**config.mk**
```make
export PLATFORM = sky130hd
export DESIGN_NAME = nfc_cmd_frontend
export DESIGN_NICKNAME = d
export VERILOG_FILES = /design/src/rtl/nfc_pkg.sv /design/src/rtl/nfc_byte_decode.sv /design/src/rtl/nfc_addr_asm.sv /design/src/rtl/nfc_out_mux.sv /design/src/rtl/nfc_cmd_frontend.sv
export SDC_FILE = /design/constraint.sdc
export NUM_CORES = 1
export LEC_CHECK = 0
export BUFFER_PORTS_ARGS = -buffer_cell sky130_fd_sc_hd__buf_2
export CORE_MARGIN = 3
export CORE_UTILIZATION = 40
export CTS_CLUSTER_DIAMETER = 30
export DETAILED_ROUTE_END_ITERATION = 12
export PLACE_DENSITY_LB_ADDON = 0.08
export SLEW_MARGIN = 15
export SYNTH_ARGS = -nofsm -noshare
export SYNTH_HDL_FRONTEND = slang
export SYNTH_HIERARCHICAL = 1
export SYNTH_SLANG_ARGS = --single-unit
```
**constraint.sdc**
```tcl
create_clock -name clk -period 4.6 [get_ports clk]
set_input_delay 0 -clock clk [delete_from_list [all_inputs] [get_ports clk]]
set_output_delay 0 -clock clk [all_outputs]
set_load 0.01 [all_outputs]
```
**src/rtl/nfc_pkg.sv**
```systemverilog
package nfc_pkg;

    localparam int TRIG_BYTES = 3;

    typedef enum logic [2:0] {
        CMD_READ,
        CMD_ID,
        CMD_STAT,
        CMD_PSET,
        CMD_PCONF,
        CMD_ESET,
        CMD_ECONF,
        CMD_RESET
    } nfc_cmd_e;

    typedef enum logic [1:0] {
        OUT_NONE,
        OUT_ID,
        OUT_STAT,
        OUT_PAGE
    } nfc_out_e;

    typedef enum logic [1:0] {
        AOP_NONE  = 2'd0,
        AOP_LOAD  = 2'd1,
        AOP_PROG  = 2'd2,
        AOP_ERASE = 2'd3
    } nfc_aop_e;

    typedef struct packed {
        logic is_cmd;
        logic is_addr;
        logic is_data;
    } nfc_cls_t;

    typedef struct packed {
        logic     known;
        nfc_cmd_e cmd;
        logic     set_off;
        logic [1:0] off_sel;
    } nfc_dec_t;

    function automatic nfc_dec_t nfc_decode_op(input logic [7:0] b);
        nfc_dec_t d;
        d.known   = 1'b1;
        d.cmd     = CMD_READ;
        d.set_off = 1'b0;
        d.off_sel = 2'd0;
        case (b)
            8'h00: begin d.set_off = 1'b1; d.off_sel = 2'd0; end
            8'h01: begin d.set_off = 1'b1; d.off_sel = 2'd1; end
            8'h50: begin d.set_off = 1'b1; d.off_sel = 2'd2; end
            8'h90: d.cmd = CMD_ID;
            8'h70: d.cmd = CMD_STAT;
            8'h80: d.cmd = CMD_PSET;
            8'h10: d.cmd = CMD_PCONF;
            8'h60: d.cmd = CMD_ESET;
            8'hD0: d.cmd = CMD_ECONF;
            8'hFF: d.cmd = CMD_RESET;
            default: d.known = 1'b0;
        endcase
        return d;
    endfunction

    function automatic logic [7:0] nfc_status(input logic wp_n);
        return {wp_n, 1'b1, 6'b000000};
    endfunction

endpackage

```
**src/rtl/nfc_byte_decode.sv**
```systemverilog
module nfc_byte_decode
    import nfc_pkg::*;
#(
    parameter int PAGE_BYTES = 512,
    parameter int COL_W      = 11
) (
    input  logic             ce_n,
    input  logic             cle,
    input  logic             ale,
    input  logic             io_wr,
    input  logic [7:0]       io_din,
    output nfc_cls_t         cls,
    output nfc_dec_t         dec,
    output logic [COL_W-1:0] off_val
);
    logic active;

    assign active = io_wr && !ce_n;

    always_comb begin
        cls.is_cmd  = active && cle;
        cls.is_addr = active && !cle && ale;
        cls.is_data = active && !cle && !ale;
    end

    assign dec = nfc_decode_op(io_din);

    always_comb begin
        case (dec.off_sel)
            2'd1:    off_val = COL_W'(256);
            2'd2:    off_val = COL_W'(PAGE_BYTES);
            default: off_val = '0;
        endcase
    end
endmodule

```
**src/rtl/nfc_addr_asm.sv**
```systemverilog
module nfc_addr_asm #(
    parameter int ADDR_BYTES = 3,
    localparam int ADDR_W    = 8 * ADDR_BYTES,
    localparam int CNT_W     = $clog2(ADDR_BYTES + 1)
) (
    input  logic              clk,
    input  logic              rst,
    input  logic              clr,
    input  logic              zero,
    input  logic              take_en,
    input  logic [7:0]        din,
    output logic              take,
    output logic [CNT_W-1:0]  cnt_q,
    output logic [CNT_W-1:0]  cnt_d,
    output logic [ADDR_W-1:0] addr_d,
    output logic [ADDR_W-1:0] addr_masked
);
    logic [ADDR_W-1:0] addr_q;

    assign take  = take_en && (cnt_q < CNT_W'(ADDR_BYTES));
    assign cnt_d = take ? cnt_q + 1'b1 : cnt_q;

    for (genvar i = 0; i < ADDR_BYTES; i++) begin : g_lane
        assign addr_d[8*i +: 8] = (take && cnt_q == CNT_W'(i)) ? din : addr_q[8*i +: 8];
        assign addr_masked[8*i +: 8] = (CNT_W'(i) < cnt_q) ? addr_q[8*i +: 8] : 8'h00;
    end

    always_ff @(posedge clk) begin
        if (rst || zero) begin
            addr_q <= '0;
            cnt_q  <= '0;
        end else if (clr) begin
            cnt_q <= '0;
        end else if (take) begin
            addr_q <= addr_d;
            cnt_q  <= cnt_d;
        end
    end
endmodule

```
**src/rtl/nfc_out_mux.sv**
```systemverilog
module nfc_out_mux
    import nfc_pkg::*;
#(
    parameter logic [7:0] MFR_ID  = 8'hEC,
    parameter logic [7:0] DEV_ID  = 8'h73,
    parameter logic [7:0] FILL_ID = 8'hA5,
    parameter logic [7:0] TAIL_ID = 8'hC0
) (
    input  logic       ce_n,
    input  logic       wp_n,
    input  nfc_out_e   mode,
    input  logic [2:0] id_idx,
    input  logic       page_ok,
    input  logic [7:0] arr_rdata,
    output logic [7:0] io_dout
);
    logic [7:0] id_byte;

    always_comb begin
        case (id_idx)
            3'd0:    id_byte = MFR_ID;
            3'd1:    id_byte = DEV_ID;
            3'd2:    id_byte = FILL_ID;
            3'd3:    id_byte = TAIL_ID;
            default: id_byte = 8'h00;
        endcase
    end

    always_comb begin
        if (ce_n) begin
            io_dout = 8'h00;
        end else begin
            case (mode)
                OUT_ID:   io_dout = id_byte;
                OUT_STAT: io_dout = nfc_status(wp_n);
                OUT_PAGE: io_dout = page_ok ? arr_rdata : 8'h00;
                default:  io_dout = 8'h00;
            endcase
        end
    end
endmodule

```
**src/rtl/nfc_cmd_frontend.sv**
```systemverilog
module nfc_cmd_frontend
    import nfc_pkg::*;
#(
    parameter int         PAGE_BYTES  = 512,
    parameter int         SPARE_BYTES = 16,
    parameter int         ADDR_BYTES  = 3,
    parameter logic [7:0] MFR_ID      = 8'hEC,
    parameter logic [7:0] DEV_ID      = 8'h73,
    parameter logic [7:0] FILL_ID     = 8'hA5,
    localparam int TOTAL  = PAGE_BYTES + SPARE_BYTES,
    localparam int COL_W  = $clog2(2 * PAGE_BYTES + 256),
    localparam int ADDR_W = 8 * ADDR_BYTES,
    localparam int PAGE_W = ADDR_W - 8
) (
    input  logic              clk,
    input  logic              rst,
    input  logic              ce_n,
    input  logic              cle,
    input  logic              ale,
    input  logic              wp_n,
    input  logic              io_wr,
    input  logic [7:0]        io_din,
    input  logic              io_rd,
    output logic [7:0]        io_dout,
    output logic              ready_busy,
    output logic              arr_req,
    output logic [1:0]        arr_op,
    output logic [PAGE_W-1:0] arr_page,
    output logic [COL_W-1:0]  arr_col,
    input  logic              arr_done,
    output logic [COL_W-1:0]  arr_rcol,
    input  logic [7:0]        arr_rdata,
    output logic              wr_valid,
    output logic [7:0]        wr_data,
    output logic [COL_W-1:0]  wr_idx
);
    localparam int CNT_W = $clog2(ADDR_BYTES + 1);

    nfc_cls_t          cls;
    nfc_dec_t          dec;
    logic [COL_W-1:0]  off_val;
    logic              take;
    logic [CNT_W-1:0]  cnt_q, cnt_d;
    logic [ADDR_W-1:0] addr_d, addr_masked;
    logic              cmd_ok, cmd_reset;

    nfc_cmd_e          cur_q;
    nfc_out_e          mode_q;
    logic [2:0]        id_idx_q;
    logic [COL_W-1:0]  col_off_q;
    logic [COL_W-1:0]  rd_col_q, rd_len_q;
    logic              loaded_q;
    logic              req_q;
    nfc_aop_e          aop_q;
    logic [PAGE_W-1:0] page_q;
    logic [COL_W-1:0]  col_q;
    logic [COL_W-1:0]  wcnt_q;
    logic              wv_q;
    logic [7:0]        wd_q;
    logic [COL_W-1:0]  wi_q;

    logic [COL_W-1:0]  req_col;
    logic [COL_W-1:0]  req_len;
    logic              rd_fire;
    logic              page_ok;

    nfc_byte_decode #(.PAGE_BYTES(PAGE_BYTES), .COL_W(COL_W)) u_dec (
        .ce_n(ce_n), .cle(cle), .ale(ale), .io_wr(io_wr), .io_din(io_din),
        .cls(cls), .dec(dec), .off_val(off_val)
    );

    assign cmd_ok    = cls.is_cmd && dec.known;
    assign cmd_reset = cmd_ok && dec.cmd == CMD_RESET;

    nfc_addr_asm #(.ADDR_BYTES(ADDR_BYTES)) u_addr (
        .clk(clk), .rst(rst), .clr(cmd_ok), .zero(cmd_reset),
        .take_en(cls.is_addr), .din(io_din), .take(take),
        .cnt_q(cnt_q), .cnt_d(cnt_d), .addr_d(addr_d), .addr_masked(addr_masked)
    );

    assign req_col = COL_W'(addr_d[7:0]) + col_off_q;
    assign req_len = (req_col < COL_W'(TOTAL)) ? COL_W'(TOTAL) - req_col : '0;
    assign rd_fire = io_rd && !ce_n;
    assign page_ok = loaded_q && (rd_len_q != '0);

    nfc_out_mux #(.MFR_ID(MFR_ID), .DEV_ID(DEV_ID), .FILL_ID(FILL_ID)) u_out (
        .ce_n(ce_n), .wp_n(wp_n), .mode(mode_q), .id_idx(id_idx_q),
        .page_ok(page_ok), .arr_rdata(arr_rdata), .io_dout(io_dout)
    );

    always_ff @(posedge clk) begin
        if (rst) begin
            cur_q     <= CMD_READ;
            mode_q    <= OUT_PAGE;
            id_idx_q  <= '0;
            col_off_q <= '0;
            rd_col_q  <= '0;
            rd_len_q  <= '0;
            loaded_q  <= 1'b0;
            req_q     <= 1'b0;
            aop_q     <= AOP_NONE;
            page_q    <= '0;
            col_q     <= '0;
            wcnt_q    <= '0;
            wv_q      <= 1'b0;
            wd_q      <= '0;
            wi_q      <= '0;
        end else begin
            wv_q <= 1'b0;

            if (req_q && arr_done) begin
                req_q <= 1'b0;
                if (aop_q == AOP_LOAD) loaded_q <= 1'b1;
            end

            if (rd_fire) begin
                if (mode_q == OUT_ID && id_idx_q < 3'd4) begin
                    id_idx_q <= id_idx_q + 3'd1;
                end else if (mode_q == OUT_PAGE && page_ok) begin
                    rd_col_q <= rd_col_q + 1'b1;
                    rd_len_q <= rd_len_q - 1'b1;
                end
            end

            if (cmd_ok) begin
                case (dec.cmd)
                    CMD_READ: begin
                        cur_q     <= CMD_READ;
                        mode_q    <= OUT_PAGE;
                        rd_len_q  <= '0;
                        loaded_q  <= 1'b0;
                        col_off_q <= off_val;
                    end
                    CMD_RESET: begin
                        cur_q     <= CMD_READ;
                        mode_q    <= OUT_PAGE;
                        rd_len_q  <= '0;
                        loaded_q  <= 1'b0;
                        col_off_q <= '0;
                    end
                    CMD_STAT: begin
                        cur_q  <= CMD_STAT;
                        mode_q <= OUT_STAT;
                    end
                    CMD_PSET: begin
                        cur_q  <= CMD_PSET;
                        mode_q <= OUT_NONE;
                        wcnt_q <= '0;
                    end
                    CMD_PCONF: begin
                        cur_q  <= CMD_PCONF;
                        mode_q <= OUT_NONE;
                        if (wp_n && !req_q) begin
                            req_q     <= 1'b1;
                            aop_q     <= AOP_PROG;
                            page_q    <= addr_d[ADDR_W-1 -: PAGE_W];
                            col_q     <= req_col;
                            col_off_q <= '0;
                        end
                    end
                    CMD_ECONF: begin
                        cur_q  <= CMD_ECONF;
                        mode_q <= OUT_NONE;
                        if (wp_n && !req_q) begin
                            req_q  <= 1'b1;
                            aop_q  <= AOP_ERASE;
                            page_q <= addr_masked[PAGE_W-1:0];
                            col_q  <= '0;
                        end
                    end
                    default: begin
                        cur_q  <= dec.cmd;
                        mode_q <= OUT_NONE;
                    end
                endcase
            end

            if (take) begin
                if (cnt_d == CNT_W'(1) && cur_q == CMD_ID) begin
                    mode_q   <= OUT_ID;
                    id_idx_q <= '0;
                end
                if (cnt_d == CNT_W'(TRIG_BYTES) && cur_q == CMD_READ && !req_q) begin
                    req_q     <= 1'b1;
                    aop_q     <= AOP_LOAD;
                    page_q    <= addr_d[ADDR_W-1 -: PAGE_W];
                    col_q     <= req_col;
                    col_off_q <= '0;
                    rd_col_q  <= req_col;
                    rd_len_q  <= req_len;
                    loaded_q  <= 1'b0;
                    mode_q    <= OUT_PAGE;
                end
            end

            if (cls.is_data && cur_q == CMD_PSET && cnt_q >= CNT_W'(TRIG_BYTES)
                && wcnt_q < COL_W'(TOTAL)) begin
                wv_q   <= 1'b1;
                wd_q   <= io_din;
                wi_q   <= wcnt_q;
                wcnt_q <= wcnt_q + 1'b1;
            end
        end
    end

    assign ready_busy = 1'b1;
    assign arr_req    = req_q;
    assign arr_op     = aop_q;
    assign arr_page   = page_q;
    assign arr_col    = col_q;
    assign arr_rcol   = rd_col_q;
    assign wr_valid   = wv_q;
    assign wr_data    = wd_q;
    assign wr_idx     = wi_q;
endmodule

```
# Yosys cells after proc, flatten, opt, wreduce, memory -nomap -nowiden
# Index checks and enable logic that the tools add are counted.
# classes
addsub	7
n_lt_le_gt_ge	7
eq_ne	29
mux	76
n_bitwise	1
reduce_logical	42
# op_table
cell	count
$mux W11	25
$mux W16	5
$mux W8	7
$pmux W11 S3	1
$eq A8 B8 Y1 const B	4
$pmux W16 S2	1
$pmux W8 S4	1
$eq A8 B7 Y1 const B	3
$pmux W8 S3	1
$logic_and A1 B1 Y1	23
$add A11 B1 Y11 const B	2
$lt A11 B10 Y1 const B	2
$pmux W11 S2	1
$pmux W3 S7	1
$mux W2	10
$pmux W10 S2	1
$eq A3 B2 Y1 const B	5
$pmux W3 S5	1
$mux W1	14
$mux W3	4
$add A8 B11 Y11	1
$reduce_bool A11 Y1	1
$sub A10 B11 Y11 const A	1
$sub A11 B1 Y11 const B	1
other kinds (24)	46
# word_totals
ff_bits	129
inputBits	25
output_inout_bits	70
elab_cells	179

# Longest topological paths before layout
# depth
word_depth	13
ltp_mapped	15
depth_no_buf	13

# By module
# Netlist, hierarchy kept.
# by_module_without_submodules
mod	n_inst	cells_each	area_each_um2	seq_area_each_um2
nfc_cmd_frontend	1	634	5161.2	2062.0
nfc_addr_asm	1	149	1675.4	520.5
nfc_byte_decode	1	49	324.1	0.0
nfc_out_mux	1	32	186.4	0.0

# Worst setup path after synthesis
# OpenSTA, ideal clock, no wires.
# synth_timing
kind	register -> register
startpoint	register u_addr.cnt_q[1]
endpoint	register rd_len_q[0]
setup_time_ns	0.126
t_arrival_ns	3.401
required_ns	4.474
setup_slack_ns	1.073
path_stages_with_launch	15
path_buffers	1
synth_period_minus_slack_ns	3.527
path_cell_list	dfxtp_1 > ha_1 > nor2b_4 > buf_12 > nand2_8 > mux2_4 > ha_1 > fa_1 > a211oi_4 > o31ai_4 > o2111ai_4 > mux2i_2 > nor4_4 > o21bai_4 > o22ai_2
# synth_between
elab_chain_len	9
elab_cells_between_ends	16
cone_classes	add/sub (3); order compare (2); eq/ne (1); mux (5); reduce/logical (5)
# synth_rtl
item	line_no	source
start, declared	nfc_addr_asm.sv:13	output logic [CNT_W-1:0] cnt_q,
start signal, assigned	nfc_addr_asm.sv:36	cnt_q <= cnt_d;
$lt A2 B2 Y1 (*)	nfc_addr_asm.sv:20	assign take = take_en && (cnt_q < CNT_W'(ADDR_BYTES));
$logic_and A1 B1 Y1 (*)	nfc_addr_asm.sv:20	
net take	nfc_cmd_frontend.sv:42	logic take;
$logic_and A1 B1 Y1 (*)	nfc_addr_asm.sv:24	assign addr_d[8*i +: 8] = (take && cnt_q == CNT_W'(i)) ? din : addr_q[8*i +: 8];
$mux W8 (*)	nfc_addr_asm.sv:24	
net addr_d[0]	nfc_cmd_frontend.sv:44	logic [ADDR_W-1:0] addr_d, addr_masked;
$add A8 B11 Y11 (*)	nfc_cmd_frontend.sv:81	assign req_col = COL_W'(addr_d[7:0]) + col_off_q;
$sub A10 B11 Y11 or $lt A11 B10 Y1 (tied branches)	nfc_cmd_frontend.sv:82	assign req_len = (req_col < COL_W'(TOTAL)) ? COL_W'(TOTAL) - req_col : '0;
$mux W11 (*)	nfc_cmd_frontend.sv:82	
$mux W11 (*)	nfc_cmd_frontend.sv:183	if (cnt_d == CNT_W'(TRIG_BYTES) && cur_q == CMD_READ && !req_q) begin
$mux W11 (*)	nfc_cmd_frontend.sv:178	if (take) begin
end signal, assigned	nfc_cmd_frontend.sv:121	rd_len_q <= rd_len_q - 1'b1;
end signal, assigned	nfc_cmd_frontend.sv:190	rd_len_q <= req_len;
end, declared	nfc_cmd_frontend.sv:51	logic [COL_W-1:0] rd_col_q, rd_len_q;
# Mark *: on every way through the listed nets, which the timed path passes. The rest lies on a longest branch.
# A chain may end at the register's enable or synchronous reset.

# Worst setup path in the final report
# layout_timing
startpoint	register u_addr.cnt_q[1]
endpoint	register rd_len_q[6]
# layout_between
elab_chain_len	9
elab_cells_between_ends	16
cone_classes	add/sub (3); order compare (2); eq/ne (1); mux (5); reduce/logical (5)
# layout_rtl
item	line_no
$lt A2 B2 Y1	nfc_addr_asm.sv:20
$logic_and A1 B1 Y1	nfc_addr_asm.sv:20
$logic_and A1 B1 Y1 (*)	nfc_addr_asm.sv:24
$mux W8 (*)	nfc_addr_asm.sv:24
net addr_d[0]	nfc_cmd_frontend.sv:44
$add A8 B11 Y11 (*)	nfc_cmd_frontend.sv:81
$sub A10 B11 Y11 or $lt A11 B10 Y1 (tied branches)	nfc_cmd_frontend.sv:82
$mux W11 (*)	nfc_cmd_frontend.sv:82
$mux W11 (*)	nfc_cmd_frontend.sv:183
$mux W11 (*)	nfc_cmd_frontend.sv:178
# Marks and branches as above.

==> impl_metrics.prom <==
# TYPE chip_impl_metric gauge
chip_impl_info{name="outcome",value="complete, no violations"} 1
chip_impl_metric{name="seqCellArea",unit="um^2"} 2582
chip_impl_metric{name="syn-cell-area",unit="um^2"} 7251
chip_impl_metric{name="grt_pass1_wl",unit="um"} 33390
chip_impl_metric{name="cts_buf_count",unit=""} 17
chip_impl_metric{name="insertion_delay",unit="ps"} 420
chip_impl_metric{name="chipHeight",unit="um"} 140.6
chip_impl_metric{name="layout.filler_cells",unit=""} 1712
chip_impl_metric{name="multi_input_comb_area",unit="um^2"} 4287
chip_impl_metric{name="leakage",unit="nW"} 3.481
chip_impl_metric{name="clock-sinks",unit=""} 129
chip_impl_info{name="crit_path_start_kind",value="flop"} 1
chip_impl_metric{name="setup_tns",unit="ps"} 0
chip_impl_metric{name="detail_route.first_pass.iterations",unit=""} 5
chip_impl_metric{name="placement.io_buffers",unit=""} 93
chip_impl_metric{name="cts-root-to-sink-buffers",unit=""} 2
chip_impl_metric{name="post_route_cells_drive_above_1_share",unit=""} 0.2057
chip_impl_metric{name="ioPinCount",unit=""} 95
chip_impl_metric{name="drc",unit=""} 0
chip_impl_info{name="setup_repair_after_global_routing_missed_its_margin",value="no"} 1
chip_impl_metric{name="drtIter0Drc",unit=""} 432
chip_impl_metric{name="route.antenna.remaining_nets",unit=""} 0
chip_impl_metric{name="avgSynthCellArea",unit="um^2"} 8.540
chip_impl_metric{name="drt-total-wl",unit="um"} 20660
chip_impl_metric{name="clock_skew",unit="ps"} 7.523
chip_impl_metric{name="floorplan.die_area",unit="um^2"} 19780
chip_impl_metric{name="globalplace.congestion",unit=""} 0.8811
chip_impl_metric{name="die_w",unit="um"} 140.6
chip_impl_metric{name="starting_density_of_the_core",unit=""} 0.4135
chip_impl_metric{name="dr_total_vias",unit=""} 6294
chip_impl_metric{name="area_growth",unit="%"} 17.86
chip_impl_metric{name="grt_overflow",unit=""} 0
chip_impl_metric{name="fin_crit_sh",unit=""} 0.8501
chip_impl_info{name="crit_path_cell_trace",value="inv_1 > ha_1 > nand2_8 > mux2_4 > ha_1 > fa_1 > xor2_1 > or3_1 > o21bai_1 > o21a_1 > nor4_4 > o21bai_4 > o22ai_1"} 1
chip_impl_metric{name="maxCapViolations",unit=""} 0
chip_impl_metric{name="cts.reportedPaths.clkPinSlew",unit="ps"} 60
chip_impl_metric{name="dpl.hpwl",unit="um"} 14950
chip_impl_metric{name="wl_per_cell",unit="um"} 17.69
chip_impl_metric{name="ir_worst_vdd",unit="uV"} 241.2
chip_impl_info{name="cpMaxStageDelayCell",value="dfxtp_1"} 1
chip_impl_metric{name="globalRouteTotalUtil",unit=""} 0.2118
chip_impl_metric{name="cp_slowest_stage_delay",unit="ps"} 570
chip_impl_metric{name="timing_max_transition_violations_final",unit=""} 0
chip_impl_metric{name="r2r_cells",unit=""} 13
chip_impl_metric{name="whs_path_cells",unit=""} 5
chip_impl_metric{name="crit_path_max_fanout",unit=""} 13
chip_impl_metric{name="finalSetupViolCount",unit=""} 0
chip_impl_metric{name="detail_route.vias_per_cell",unit=""} 5.389
chip_impl_metric{name="cts_repair_resize_count",unit=""} 0
chip_impl_metric{name="coreArea",unit="um^2"} 17540
chip_impl_info{name="tritoncts",value="yes"} 1
chip_impl_metric{name="max_clock_freq",unit="MHz"} 255.7
chip_impl_metric{name="post-cts-setup-buffer-count",unit=""} 0
chip_impl_metric{name="cp_data_required_time",unit="ps"} 4930
chip_impl_metric{name="worst_ep_arrival_time",unit="ps"} 4240
chip_impl_info{name="crit_type",value="reg -> reg"} 1
chip_impl_metric{name="antenna_violations_before_repair",unit=""} 0
chip_impl_info{name="critical_path.most_common_cell",value="ha_1"} 1
chip_impl_metric{name="vias_in_the_first_global_route",unit=""} 6258
chip_impl_metric{name="timing.final.crit_period",unit="ps"} 3910
chip_impl_metric{name="reg2reg_setup_slack",unit="ps"} 690
chip_impl_info{name="hold_path_class",value="in -> reg"} 1
chip_impl_metric{name="post_synth_inst_count",unit=""} 849
chip_impl_metric{name="core.rowCount",unit=""} 48
chip_impl_info{name="critPathCaptureType",value="flop"} 1
chip_impl_metric{name="power_density",unit="nW/um^2"} 324.0
chip_impl_metric{name="max_slew_margin",unit=""} 0.3324
chip_impl_metric{name="diodes",unit=""} 0
chip_impl_info{name="cell_at_the_root_of_the_clock_tree",value="clkbuf_16"} 1
chip_impl_metric{name="grt_start_max_net_pins",unit=""} 64
chip_impl_metric{name="p_total",unit="mW"} 2.769
chip_impl_metric{name="yosys_warnings",unit=""} 6
chip_impl_metric{name="tightest_slew",unit="ps"} 997.7
chip_impl_metric{name="cts_htree_levels",unit=""} 4
chip_impl_metric{name="timing_hold_violations_final",unit=""} 0
chip_impl_metric{name="nNetsFinal",unit=""} 973
## cell type report
class                   instances  area share
clock buffers                  23     0.05710
clock inverters                 9     0.02064
inverters                      16    0.007028
multi-input cells             649      0.5016
flip-flops and latches        129      0.3022
well taps                     225     0.03294
repair buffers                117     0.07848
## worst max-delay path, delay by kind of cell, from the launching register on
kind	cells	cell delay, ps
buffers and inverters	1	120
AO/OA/AOI/OAI	4	780
AND/OR/NAND/NOR	3	750
multiplexers	1	310
adder cells (fa/ha/maj)	3	1050
XOR/XNOR	1	240
flip-flops	1	570
## through the flow
| step | hold WS (ps) | instance area (um^2) | util | cells | worst slack (ps) |
|---|---|---|---|---|---|
| 2_1_floorplan | 126.3 | 7281 | - | 857 | 1099 |
| 3_3_place_gp | 309.9 | 7781 | 0.4437 | 1126 | 834.7 |
| 3_5_place_dp | 323.6 | 7781 | 0.4437 | 1126 | 671.2 |
| 4_1_cts | 75.90 | 8546 | 0.4873 | 1168 | 694.3 |
| 5_1_grt | 158.3 | 8546 | 0.4873 | 1168 | 450.7 |
| 6_report | 83.94 | 8546 | 0.4873 | 1168 | 689.5 |
## where the power goes
part	total, mW	internal, mW	switching, mW	leakage, nW
logic	0.132	0.0468	0.0851	2.12
registers	1.12	1.12	0.00229	1.04
clock network	1.51	1.02	0.496	0.323
total	2.77	2.19	0.583	3.48
## registers in the layout (all words and copies together), names as in the netlist
signal and count:
arr_col 11, arr_op 2, arr_page 16, arr_rcol 11
arr_req 1, col_off_q 11, cur_q 3, id_idx_q 3
loaded_q 1, mode_q 2, rd_len_q 11, u_addr/addr_q 24
u_addr/cnt_q 2, wcnt_q 11, wr_data 8, wr_idx 11
wr_valid 1
## per-layer routing
metal | part of all wire | GRT usage | wire length, um
met5 | 0 | 0 | 0
met3 | 0.039 | 0.03697 | 803
met2 | 0.48 | 0.3495 | 9841
met4 | 0.024 | 0.08006 | 486
met1 | 0.46 | 0.2779 | 9531
## worst paths after layout
| check | startpoint | to |
|---|---|---|
| max | u_addr/cnt_q[1] | rd_len_q[6] |
| min | io_rd | id_idx_q[2] |
| max reg2reg | u_addr/cnt_q[1] | rd_len_q[6] |
| min reg2reg | wr_idx[5] | wr_idx[5] |
## timing repair
action,in CTS,in global routing
hold buffers,10,0
endpoints found under the setup margin,0,0
endpoints found under the hold margin,31,0
## layout by cell type (no fill, tap or decap), types with 5 or more instances in the layout
| master | instances |
|---|---|
| nand3_1 | 34 |
| clkbuf_16 | 17 |
| mux2i_1 | 27 |
| o21ai_1 | 5 |
| xnor2_1 | 14 |
| xor2_1 | 17 |
| nor4_1 | 6 |
| nor3_1 | 10 |
| or3_1 | 6 |
| nor2_1 | 118 |
| conb_1 | 10 |
| o22ai_1 | 7 |
| nand2b_1 | 9 |
| bufinv_16 | 5 |
| mux2_4 | 25 |
| o21ai_0 | 14 |
| a31oi_1 | 6 |
| buf_2 | 93 |
| a211oi_1 | 16 |
| ha_1 | 17 |
| and2_1 | 15 |
| buf_4 | 14 |
| dfxtp_1 | 129 |
| and3_1 | 11 |
| inv_1 | 15 |
| dlygate4sd3_1 | 10 |
| a21oi_1 | 73 |
| a22oi_1 | 27 |
| nand2_1 | 90 |
| nor2b_1 | 6 |
No activity file was read; power rests on OpenSTA's default activity.
